==> src/rtl/cpl_pkg.sv <==
package cpl_pkg;

    typedef enum logic [2:0] {
        ST_IDLE,
        ST_CHECK,
        ST_REQ,
        ST_WAIT,
        ST_DELIVER,
        ST_FINISH,
        ST_ABORT,
        ST_UNDEF
    } cpl_state_e;

    localparam int unsigned WORD_SHIFT = 2;

endpackage

==> src/rtl/cpl_addr_unit.sv <==
module cpl_addr_unit #(
    parameter int unsigned AW   = 32,
    parameter int unsigned IMMW = 8
) (
    input  logic            clk,
    input  logic            rst_n,
    input  logic            ld_op,
    input  logic [AW-1:0]   base_i,
    input  logic [IMMW-1:0] imm_i,
    input  logic            idx_i,
    input  logic            add_i,
    input  logic            ld_start,
    input  logic            step,
    output logic [AW-1:0]   off_addr,
    output logic [AW-1:0]   cur_addr,
    output logic [IMMW-1:0] imm_q
);
    import cpl_pkg::*;

    localparam logic [AW-1:0] STEP_BYTES = AW'(1 << WORD_SHIFT);

    logic [AW-1:0] base_q;
    logic          idx_q;
    logic          add_q;
    logic [AW-1:0] scaled;
    logic [AW-1:0] first_addr;

    always_ff @(posedge clk) begin
        if (!rst_n) begin
            base_q <= '0;
            imm_q  <= '0;
            idx_q  <= 1'b0;
            add_q  <= 1'b0;
        end else if (ld_op) begin
            base_q <= base_i;
            imm_q  <= imm_i;
            idx_q  <= idx_i;
            add_q  <= add_i;
        end
    end

    always_comb begin
        scaled     = AW'(imm_q) << WORD_SHIFT;
        off_addr   = add_q ? (base_q + scaled) : (base_q - scaled);
        first_addr = idx_q ? off_addr : base_q;
    end

    always_ff @(posedge clk) begin
        if (!rst_n) begin
            cur_addr <= '0;
        end else if (ld_start) begin
            cur_addr <= first_addr;
        end else if (step) begin
            cur_addr <= cur_addr + STEP_BYTES;
        end
    end

endmodule

==> src/rtl/cpl_word_buf.sv <==
module cpl_word_buf #(
    parameter int unsigned DW = 32
) (
    input  logic          clk,
    input  logic          rst_n,
    input  logic          capture,
    input  logic [DW-1:0] data_i,
    output logic [DW-1:0] data_q
);
    always_ff @(posedge clk) begin
        if (!rst_n) begin
            data_q <= '0;
        end else if (capture) begin
            data_q <= data_i;
        end
    end
endmodule

==> src/rtl/cpl_ctrl.sv <==
module cpl_ctrl (
    input  logic clk,
    input  logic rst_n,
    input  logic start,
    input  logic idx_i,
    input  logic add_i,
    input  logic wb_i,
    input  logic cp_accept,
    input  logic mem_req_rdy,
    input  logic mem_rsp_vld,
    input  logic mem_rsp_err,
    input  logic cp_done,
    output logic ld_op,
    output logic ld_start,
    output logic step,
    output logic capture,
    output logic busy,
    output logic cp_query,
    output logic opt_vld,
    output logic mem_req_vld,
    output logic cp_word_vld,
    output logic wb_vld,
    output logic op_done,
    output logic undef_exc,
    output logic dabort
);
    import cpl_pkg::*;

    cpl_state_e state_q, state_d;
    logic       wb_q;
    logic       opt_q;

    always_ff @(posedge clk) begin
        if (!rst_n) begin
            state_q <= ST_IDLE;
            wb_q    <= 1'b0;
            opt_q   <= 1'b0;
        end else begin
            state_q <= state_d;
            if (ld_op) begin
                wb_q  <= wb_i;
                opt_q <= !idx_i && !wb_i && add_i;
            end
        end
    end

    always_comb begin
        state_d = state_q;
        unique case (state_q)
            ST_IDLE:    if (start) state_d = ST_CHECK;
            ST_CHECK:   state_d = cp_accept ? ST_REQ : ST_UNDEF;
            ST_REQ:     if (mem_req_rdy) state_d = ST_WAIT;
            ST_WAIT:    if (mem_rsp_vld) state_d = mem_rsp_err ? ST_ABORT : ST_DELIVER;
            ST_DELIVER: state_d = cp_done ? ST_FINISH : ST_REQ;
            ST_FINISH:  state_d = ST_IDLE;
            ST_ABORT:   state_d = ST_IDLE;
            ST_UNDEF:   state_d = ST_IDLE;
            default:    state_d = ST_IDLE;
        endcase
    end

    always_comb begin
        ld_op       = 1'b0;
        ld_start    = 1'b0;
        step        = 1'b0;
        capture     = 1'b0;
        cp_query    = 1'b0;
        mem_req_vld = 1'b0;
        cp_word_vld = 1'b0;
        wb_vld      = 1'b0;
        op_done     = 1'b0;
        undef_exc   = 1'b0;
        dabort      = 1'b0;
        busy        = (state_q != ST_IDLE);
        opt_vld     = busy && opt_q;
        unique case (state_q)
            ST_IDLE: begin
                ld_op = start;
            end
            ST_CHECK: begin
                cp_query = 1'b1;
                ld_start = cp_accept;
            end
            ST_REQ: begin
                mem_req_vld = 1'b1;
            end
            ST_WAIT: begin
                capture = mem_rsp_vld && !mem_rsp_err;
            end
            ST_DELIVER: begin
                cp_word_vld = 1'b1;
                step        = !cp_done;
            end
            ST_FINISH: begin
                op_done = 1'b1;
                wb_vld  = wb_q;
            end
            ST_ABORT: begin
                dabort = 1'b1;
            end
            ST_UNDEF: begin
                undef_exc = 1'b1;
            end
            default: begin
                busy = 1'b0;
            end
        endcase
    end

endmodule

==> src/rtl/cp_load_seq.sv <==
module cp_load_seq #(
    parameter int unsigned AW   = 32,
    parameter int unsigned DW   = 32,
    parameter int unsigned IMMW = 8
) (
    input  logic            clk,
    input  logic            rst_n,
    input  logic            start,
    input  logic [AW-1:0]   base_in,
    input  logic [IMMW-1:0] imm8_in,
    input  logic            idx_in,
    input  logic            add_in,
    input  logic            wb_in,
    output logic            busy,
    output logic            cp_query,
    input  logic            cp_accept,
    output logic [IMMW-1:0] cp_opt,
    output logic            cp_opt_vld,
    output logic            mem_req_vld,
    input  logic            mem_req_rdy,
    output logic [AW-1:0]   mem_addr,
    input  logic            mem_rsp_vld,
    input  logic [DW-1:0]   mem_rsp_data,
    input  logic            mem_rsp_err,
    output logic            cp_word_vld,
    output logic [DW-1:0]   cp_word,
    input  logic            cp_done,
    output logic            wb_vld,
    output logic [AW-1:0]   wb_addr,
    output logic            op_done,
    output logic            undef_exc,
    output logic            dabort
);
    logic ld_op;
    logic ld_start;
    logic step;
    logic capture;

    cpl_ctrl u_ctrl (
        .clk         (clk),
        .rst_n       (rst_n),
        .start       (start),
        .idx_i       (idx_in),
        .add_i       (add_in),
        .wb_i        (wb_in),
        .cp_accept   (cp_accept),
        .mem_req_rdy (mem_req_rdy),
        .mem_rsp_vld (mem_rsp_vld),
        .mem_rsp_err (mem_rsp_err),
        .cp_done     (cp_done),
        .ld_op       (ld_op),
        .ld_start    (ld_start),
        .step        (step),
        .capture     (capture),
        .busy        (busy),
        .cp_query    (cp_query),
        .opt_vld     (cp_opt_vld),
        .mem_req_vld (mem_req_vld),
        .cp_word_vld (cp_word_vld),
        .wb_vld      (wb_vld),
        .op_done     (op_done),
        .undef_exc   (undef_exc),
        .dabort      (dabort)
    );

    cpl_addr_unit #(.AW(AW), .IMMW(IMMW)) u_addr (
        .clk      (clk),
        .rst_n    (rst_n),
        .ld_op    (ld_op),
        .base_i   (base_in),
        .imm_i    (imm8_in),
        .idx_i    (idx_in),
        .add_i    (add_in),
        .ld_start (ld_start),
        .step     (step),
        .off_addr (wb_addr),
        .cur_addr (mem_addr),
        .imm_q    (cp_opt)
    );

    cpl_word_buf #(.DW(DW)) u_wbuf (
        .clk     (clk),
        .rst_n   (rst_n),
        .capture (capture),
        .data_i  (mem_rsp_data),
        .data_q  (cp_word)
    );

endmodule

==> config.mk <==
export PLATFORM = sky130hd
export DESIGN_NAME = cp_load_seq
export DESIGN_NICKNAME = d
export VERILOG_FILES = /design/src/rtl/cpl_pkg.sv /design/src/rtl/cpl_addr_unit.sv /design/src/rtl/cpl_word_buf.sv /design/src/rtl/cpl_ctrl.sv /design/src/rtl/cp_load_seq.sv
export SDC_FILE = /design/constraint.sdc
export NUM_CORES = 1
export LEC_CHECK = 0
export BUFFER_PORTS_ARGS = -buffer_cell sky130_fd_sc_hd__buf_4
export CORE_ASPECT_RATIO = 0.5
export CORE_MARGIN = 4
export CORE_UTILIZATION = 40
export CTS_CLUSTER_DIAMETER = 40
export DETAILED_ROUTE_END_ITERATION = 12
export HOLD_SLACK_MARGIN = 0.03
export PLACE_DENSITY = 0.6
export REMOVE_ABC_BUFFERS = 1
export SLEW_MARGIN = 15
export SYNTH_ARGS = -nofsm -noshare
export SYNTH_HDL_FRONTEND = slang
export SYNTH_SLANG_ARGS = --single-unit
==> constraint.sdc <==
create_clock -name clk -period 6.6 [get_ports clk]
set_input_delay 1.32 -clock clk [delete_from_list [all_inputs] [get_ports clk]]
set_output_delay 1.32 -clock clk [all_outputs]
set_load 0.01 [all_outputs]
==> results list <==
- Routability-driven placement finished with a final weighted congestion of 0.958.
- The count of nets left with antenna violations once routing finished came out at 0.
- Across the run, the number of max-cap violations was 0.
- Count of clock tree sinks: 111
* Count of endpoints failing hold in the final timing report: 0
- WS Path Type: register to output pin
* Largest net degree at the start of global routing: 80
* Final Routed Wirelength: 24400 um
* Clock insertion delay at the later pin of the skew report: 0.36 ns
* Peak Freq: 182 MHz
- The detailed router finished its first iteration with 550 violations.
- For this run, the register share of the synthesized area comes to 32.4%.
- Area leader, netlist: sky130_fd_sc_hd__dfxtp_1
- Count of final max-slew check failures: 0
- Detailed placement finished with a half-perimeter wire length of 18900 um.
- Hold repair after CTS inserted 0 buffers.
- In this run the worst path has a maximum fanout of 7.
- The signal on the critical path passes through nor3_1 > nand2_1 > nor3_1 > ha_1 > mux2_2 > ha_1 > a21oi_1 > a21boi_0 > a2111oi_0 > a211oi_1 > xnor2_1 > buf_4.
* Worst EP required: 5.28 ns
- Number of buffer cells added on primary ports: 195
- Fill cells in the final layout number 1687.
* DRC errors left: 0
- For this run the aggregate overflow at the end of global routing stands at 0.
- Static leakage: 3.64 nW
- Critical path buffer and inverter count: 1
- Prior to clock tree synthesis, the placed netlist has a worst setup slack of 1.57 ns.
* Areal power density over the cells: 306 mW/mm2
* Total Routing Usage GR: 24.3%
* Total placed instance area: 0.00844 mm2
- Yosys mapped a number of flops with a built-in enable equal to 0.
- Path type of the worst min-delay path: register to register
* Share of the clock period used by the worst path after layout: 83.3%
- Chip Height: 101 um
- Most used standard cells in the synthesized netlist: sky130_fd_sc_hd__nand2_1 (215), sky130_fd_sc_hd__a21oi_1 (151), sky130_fd_sc_hd__dfxtp_1 (111)
- Setup violations remaining at the end of the flow were counted as 0.
* Final worst clock skew: 0.00721 ns
- Worst setup margin: 1.10 ns
- The most common cell in the synthesized netlist is sky130_fd_sc_hd__nand2_1.
- The die covers 0.0194 mm2.
- Initial Utilization: 41.3%
- Level count of the clock H-tree: 3
* Total Neg Setup Slack: 0 ns
* Clock tree from TritonCTS: done
- After synthesis the cells add up to 0.00686 mm2.
* Worst Tran Pin Value: 0.906 ns
- A synthesized cell averages 7.34 um2.
* Kind of end point of the critical path: output pin
- Across all layers, the routed design uses 7243 vias.
* Worst max-slew margin expressed relative to the limit: 39.6%
- VDD IR-drop max: 0.155 mV
- The first global-routing pass estimated 37900 um of wire.
- Synthesis instantiated 64 different standard cells from the library.
* Number of diodes added for antenna fixing: 0
- Dominant synthesized flop cell: sky130_fd_sc_hd__dfxtp_1
- Number of gates resized after CTS: 0
* CTS Buf Count: 9
- Once layout is done, the placed cells without fillers occupy 0.00872 mm2.
- For this run, the slowest stage of the critical path takes 0.54 ns.
- Width of the chip: 193 um
- Via density per instance: 5.48
- STA puts the critical path data arrival time at 4.18 ns.
* Core Box Area: 0.0166 mm2
- After detailed routing, the average wire length per cell comes to 18.4 um.
- Number of antenna violations at the first check in global routing: 0
- STA classifies the critical path startpoint as a register.
* Register bit total from synthesis: 111
- Num ports: 196
* Layout-stage area growth over the synthesis result: 27.1%
* Number of buffers between clock root and the deepest sink: 2
- For this run, the number of Yosys warnings is 0.
- After clock tree synthesis, the setup repair step added 0 buffers.
- By area the synthesized netlist is led by sky130_fd_sc_hd__dfxtp_1 (32%), sky130_fd_sc_hd__nand2_1 (12%), sky130_fd_sc_hd__a21oi_1 (11%), sky130_fd_sc_hd__ha_1 (5.8%), sky130_fd_sc_hd__xnor2_1 (3.6%).
* Clock-pin slew reported for the worst setup and hold paths after clock tree synthesis: 0.08 ns
- Nets: 1206
* Post-synth ARST share: 0%
- In this run the core area contains 33 standard-cell rows.
- Shortest period the worst path allows: 5.50 ns
* Slowest cell on crit path: sky130_fd_sc_hd__nor3_1
- In the final layout, the share of cells above drive strength 1 is 21.2%.
- The run finished with clean final reports.
- After technology mapping, the gate count stands at 935.
- RSZ-0062 raised after global routing: no
- Cell class contributing the biggest share of worst-path delay: compound AO/OA/AOI/OAI gates
- The first TritonRoute pass finished after 5 iterations.
- CTS Root Cell: sky130_fd_sc_hd__clkbuf_16
* Portion of synthesized cell area occupied by the leading cell type: 32.4%
- Number of global-route vias before repair: 6919
## area by class of cell
class | count | area (um2) | area share, %
Sequential cell | 111 | 2220 | 25.5
Clock inverter | 7 | 60.1 | 0.689
Inverter | 23 | 86.3 | 0.990
Timing Repair Buffer | 202 | 1520 | 17.4
Multi-Input combinational cell | 743 | 4330 | 49.6
Clock buffer | 9 | 225 | 2.58
Tap cell | 227 | 284 | 3.26
## worst min-delay path: stages, from the launching register on
cell and delay, ns:
sky130_fd_sc_hd__dfxtp_1 0.31, sky130_fd_sc_hd__nand2_1 0.05, sky130_fd_sc_hd__a21oi_1 0.05
## state kept, by name (all words and copies together), names as in the netlist
signal           count
u_ctrl.opt_q         1
u_addr.idx_q         1
u_addr.imm_q         8
u_addr.cur_addr     32
u_addr.add_q         1
u_ctrl.wb_q          1
u_addr.base_q       32
u_wbuf.data_q       32
u_ctrl.state_q       3
## cells by family (layout without fill, tap and decap cells)
family	Yosys count	count (layout)	share of synthesized area [%]
and+or+nand+nor	365	365	23.5
AOI/OAI and AO/OA	274	274	23.8
DFF	111	111	32.4
buffers and inverters	81	241	4.67
xor gates and xnor gates	54	54	6.89
adders and majority gates	33	33	6.13
muxes	17	17	2.59
## per-stage QoR
step | hold slack (ns) | instances | power (mW) | util [%]
6_report | 0.457 | 1322 | 2.67 | 52.5
5_1_grt | 0.476 | 1322 | 2.85 | 52.5
3_5_place_dp | 0.447 | 1306 | 2.14 | 50.8
3_3_place_gp | 0.443 | 1306 | 2.14 | 50.8
2_1_floorplan | 0.427 | 877 | 1.57 | -
4_1_cts | 0.459 | 1322 | 2.69 | 52.5
## layer usage
layer	vias up	track usage, %	wire length, um
li1	3581	-	-
met1	3415	30.9	10700
met2	218	40.2	11200
met3	29	8.35	1990
met4	0	5.98	493
met5	-	0	0
## path summary, 6_finish.rpt
| kind | slack (ns) | start | endpoint | cells after the start |
|---|---|---|---|---|
| min reg2reg | 0.46 | u_wbuf.data_q[1]$_SDFFE_PN0P_ | u_wbuf.data_q[1]$_SDFFE_PN0P_ | 2 |
| min | 0.46 | u_wbuf.data_q[1]$_SDFFE_PN0P_ | u_wbuf.data_q[1]$_SDFFE_PN0P_ | 2 |
| max reg2reg | 2.58 | u_addr.imm_q[0]$_SDFFE_PN0P_ | u_addr.cur_addr[30]$_SDFFE_PN0P_ | 12 |
| max | 1.10 | u_addr.imm_q[0]$_SDFFE_PN0P_ | wb_addr[30] | 12 |
## cells in the final DEF, fill, tap and decap left out, drive strengths merged, types with 21 or more instances in the layout
cell type and count:
nor2 47, nand2 216, dfxtp 111, xor2 26, a21oi 151, nand3 21
ha 32, o21ai 36, buf 202, xnor2 28, inv 24
## power breakdown
part / internal (mW) / switching [mW]
sequential: 0.725 / 0.0758
combinational: 0.546 / 0.784
clock: 0.262 / 0.275
Note: power is estimated with default switching activity, not from simulation.
